`config.mk`:
```
export PLATFORM = sky130hd
export DESIGN_NAME = arith_logic_unit
export DESIGN_NICKNAME = d
export VERILOG_FILES = /design/src/rtl/alu_pkg.sv /design/src/rtl/alu_operand_cond.sv /design/src/rtl/alu_ripple_adder.sv /design/src/rtl/alu_logic_unit.sv /design/src/rtl/arith_logic_unit.sv
export SDC_FILE = /design/constraint.sdc
export NUM_CORES = 1
export LEC_CHECK = 0
export BUFFER_PORTS_ARGS = -buffer_cell sky130_fd_sc_hd__buf_2
export CAP_MARGIN = 30
export CORE_AREA = 3 3 66 68
export DETAILED_ROUTE_END_ITERATION = 12
export DIE_AREA = 0 0 69 71
export RECOVER_POWER = 25
export SLEW_MARGIN = 20
export SYNTH_ARGS = -nofsm -noshare
export SYNTH_HDL_FRONTEND = slang
export SYNTH_HIERARCHICAL = 1
export SYNTH_SLANG_ARGS = --single-unit
```
`constraint.sdc`:
```
create_clock -name vclk -period 8.85
set_input_delay 1.77 -clock vclk [all_inputs]
set_output_delay 1.77 -clock vclk [all_outputs]
set_load 0.01 [all_outputs]
```
`src/rtl/alu_pkg.sv`:
```
package alu_pkg;

    typedef enum logic [2:0] {
        OP_ADD    = 3'b000,
        OP_ADDINC = 3'b001,
        OP_SUBDEC = 3'b010,
        OP_SUB    = 3'b011,
        OP_AND    = 3'b100,
        OP_OR     = 3'b101,
        OP_NOR    = 3'b110,
        OP_XOR    = 3'b111
    } alu_op_e;

    typedef enum logic [1:0] {
        LSEL_AND = 2'b00,
        LSEL_OR  = 2'b01,
        LSEL_NOR = 2'b10,
        LSEL_XOR = 2'b11
    } logic_sel_e;

    typedef struct packed {
        logic       is_logic;
        logic       invert_b;
        logic       carry_in;
        logic_sel_e lsel;
    } op_ctrl_t;

    function automatic op_ctrl_t decode_op(input logic [2:0] code);
        op_ctrl_t c;
        c.is_logic = code[2];
        c.invert_b = code[1];
        c.carry_in = code[0];
        c.lsel     = logic_sel_e'(code[1:0]);
        return c;
    endfunction

endpackage

```
`src/rtl/alu_operand_cond.sv`:
```
module alu_operand_cond #(
    parameter int W = 8
) (
    input  logic [W-1:0] b_in,
    input  logic         invert,
    output logic [W-1:0] b_out
);
    for (genvar i = 0; i < W; i++) begin : g_xor
        assign b_out[i] = b_in[i] ^ invert;
    end
endmodule

```
`src/rtl/alu_ripple_adder.sv`:
```
module alu_ripple_adder #(
    parameter int W = 8
) (
    input  logic [W-1:0] x,
    input  logic [W-1:0] y,
    input  logic         cin,
    output logic [W-1:0] sum,
    output logic         c_top,
    output logic         c_below
);
    logic [W:0] chain;

    assign chain[0] = cin;

    for (genvar i = 0; i < W; i++) begin : g_fa
        assign sum[i]      = x[i] ^ y[i] ^ chain[i];
        assign chain[i+1]  = (x[i] & y[i]) | (chain[i] & (x[i] ^ y[i]));
    end

    assign c_top   = chain[W];
    assign c_below = chain[W-1];
endmodule

```
`src/rtl/alu_logic_unit.sv`:
```
module alu_logic_unit
    import alu_pkg::*;
#(
    parameter int W = 8
) (
    input  logic [W-1:0] a,
    input  logic [W-1:0] b,
    input  logic_sel_e   sel,
    output logic [W-1:0] y
);
    logic [W-1:0] bank [4];

    assign bank[LSEL_AND] = a & b;
    assign bank[LSEL_OR]  = a | b;
    assign bank[LSEL_NOR] = ~(a | b);
    assign bank[LSEL_XOR] = a ^ b;

    always_comb begin
        y = bank[sel];
    end
endmodule

```
`src/rtl/arith_logic_unit.sv`:
```
module arith_logic_unit
    import alu_pkg::*;
#(
    parameter int W = 8
) (
    input  logic [W-1:0] opnd_a,
    input  logic [W-1:0] opnd_b,
    input  logic [2:0]   op_code,
    output logic [W-1:0] result,
    output logic         carry_out,
    output logic         ovf
);
    op_ctrl_t     ctrl;
    logic [W-1:0] b_cond;
    logic [W-1:0] add_sum;
    logic [W-1:0] log_res;
    logic         c_top;
    logic         c_below;

    assign ctrl = decode_op(op_code);

    alu_operand_cond #(.W(W)) u_bcond (
        .b_in   (opnd_b),
        .invert (ctrl.invert_b),
        .b_out  (b_cond)
    );

    alu_ripple_adder #(.W(W)) u_adder (
        .x       (opnd_a),
        .y       (b_cond),
        .cin     (ctrl.carry_in),
        .sum     (add_sum),
        .c_top   (c_top),
        .c_below (c_below)
    );

    alu_logic_unit #(.W(W)) u_logic (
        .a   (opnd_a),
        .b   (opnd_b),
        .sel (ctrl.lsel),
        .y   (log_res)
    );

    always_comb begin
        result = ctrl.is_logic ? log_res : add_sum;
    end

    assign carry_out = c_top;
    assign ovf       = c_top ^ c_below;
endmodule

```
==> impl_metrics.env <==
export IMPL_nFlopsAndLatches=0
export IMPL_hold_buffers=0
export IMPL_wl_per_cell_um=9.79
export IMPL_post_cts_buffers=0
export IMPL_overflow=0
export IMPL_core_area_um2=3910
export IMPL_port_buffers=29
export IMPL_finalCritPeriodShare=0.846
export IMPL_ys_top_cells_by_area="ha_1, mux4_2, fa_1, inv_1, mux2_4"
export IMPL_max_slew_margin=0.686
export IMPL_hold_ws_ns=4.00
export IMPL_finalSetupTns_ns=0
export IMPL_p_per_area_nw_per_um2=61.8
export IMPL_drt_pass1_iter_count=3
export IMPL_status="finished, final reports clean"
export IMPL_antenna_found_initial=0
export IMPL_ant_nets=0
export IMPL_rsz0062_at_grt="no"
export IMPL_setup_viol=0
export IMPL_critPathSlowestCell="fa_1"
export IMPL_period_needed_ns=7.49
export IMPL_slowest_delay_ns=0.45
export IMPL_crit_buf_inv=6
export IMPL_syn_nets=146
export IMPL_nClkBuffers=0
export IMPL_place_area_um2=1170
export IMPL_path_delay_family="adder cells"
export IMPL_diodes=0
export IMPL_layout_nets=173
export IMPL_cp_start_kind="primary input"
export IMPL_hold_viol_final=0
export IMPL_gp_routability_congestion=0.712
export IMPL_syn2layout_area_growth_pct=16.7
export IMPL_worst_slew_pin_transition_ns=0.471
export IMPL_postLayoutCellArea_um2=1170
export IMPL_die_h_um=71
export IMPL_syn_area_per_cell_um2=10.6
export IMPL_fillers=431
export IMPL_fmax_ghz=0.134
export IMPL_slew_viol_final=0
export IMPL_synth_top_area_frac=0.299
export IMPL_worstPathArrival_ns=5.72
export IMPL_die_w_um=69
export IMPL_hpwl_mm=1.52
export IMPL_path_max_fanout=16
export IMPL_area_sequential_um2=0
export IMPL_yosys_warnings=6
export IMPL_route_vias_total=677
export IMPL_initial_core_util=0.257
export IMPL_pin_count=29
export IMPL_ir_drop_v=0.0000366
export IMPL_required_ns=7.08
export IMPL_multi_input_area_um2=840
export IMPL_yosysUniqueCellTypes=8
export IMPL_drc=0
export IMPL_drive_above_1_share=0.367
export IMPL_pre_cts_ws_ns=1.30
export IMPL_path_class="primary input to output pin"
export IMPL_first_iter_violations=10
export IMPL_ys_seq_area_frac=0
export IMPL_grt_usage=0.0709
export IMPL_cap_violations=0
export IMPL_cellLeakagePower_uw=0.000675
export IMPL_path_common_cell="fa_1"
export IMPL_crit_path_end_kind="output pin"
export IMPL_synth_area_um2=1010
export IMPL_yosys_area_top_type="ha_1"
export IMPL_fp_dieArea_um2=4900
export IMPL_setup_slack_ns=1.36
export IMPL_hold_path_class="primary input to output pin"
export IMPL_cts_resized=0
export IMPL_vias_per_cell=3.98
export IMPL_grt_max_degree=17
export IMPL_rows=23
export IMPL_grt_first_pass_wirelength_mm=3.04
export IMPL_worstPathCellList="buf_2 > xor2_1 > fa_1 > inv_1 > fa_1 > inv_1 > fa_1 > fa_1 > fa_1 > fa_1 > inv_1 > fa_1 > inv_1 > fa_1 > mux2_4 > buf_2"
export IMPL_drt_wl_total_mm=1.66
export IMPL_syn_inst=95
export IMPL_grt_pass1_vias=713
## report_power, final
part | internal (uW) | total [uW] | switching [uW]
registers | 0 | 0 | 0
clock network | 0 | 0 | 0
logic | 38.2 | 72.5 | 34.3
total | 38.2 | 72.5 | 34.3
## metrics by stage
stage                     std cells  total power (uW)  utilization
after global placement          170              74.5        0.300
after global routing            170              83.8        0.300
after CTS                       170              75.2        0.300
after floorplan                  95              51.4            -
after detailed placement        170              74.7        0.300
final                           170              72.5        0.300
## Yosys cell counts
| cell | number |
|---|---|
| inv_1 | 34 |
| ha_1 | 24 |
| xor2_1 | 9 |
| fa_1 | 8 |
| mux2_4 | 8 |
| mux4_2 | 8 |
| buf_6 | 3 |
| clkbuf_2 | 1 |
## cell families after synthesis
group	synth area share
buffers and inverters	0.165
adder cells (fa/ha/maj)	0.458
multiplexers	0.299
XOR/XNOR	0.0784
## final timing paths
check / from / endpoint / slack (ns) / cells past startpoint
worst max-delay path: op_code[1] / result[7] / 1.36 / 16
worst min-delay path: opnd_a[7] / carry_out / 4.00 / 3
## placed cells by master, fill, tap and decap left out, drive strengths merged
cell type	Yosys	final
buf	3	28
clkbuf	1	1
fa	8	8
ha	24	24
inv	34	34
mux2	8	8
mux4	8	8
xor2	9	9
## layout make-up
type	instances	share of cell area
inverter	34	0.109
multi-input combinational	57	0.715
tap	50	0.0533
timing repair buffer	29	0.123
## metal layers
layer / up-vias / wire length (um) / global-route usage
met5: - / 0 / 0
met4: 0 / 0 / 0
met3: 0 / 81 / 0.00568
met2: 16 / 889 / 0.143
met1: 323 / 693 / 0.0863
li1: 338 / - / -
(Power assumes the default switching activity.)
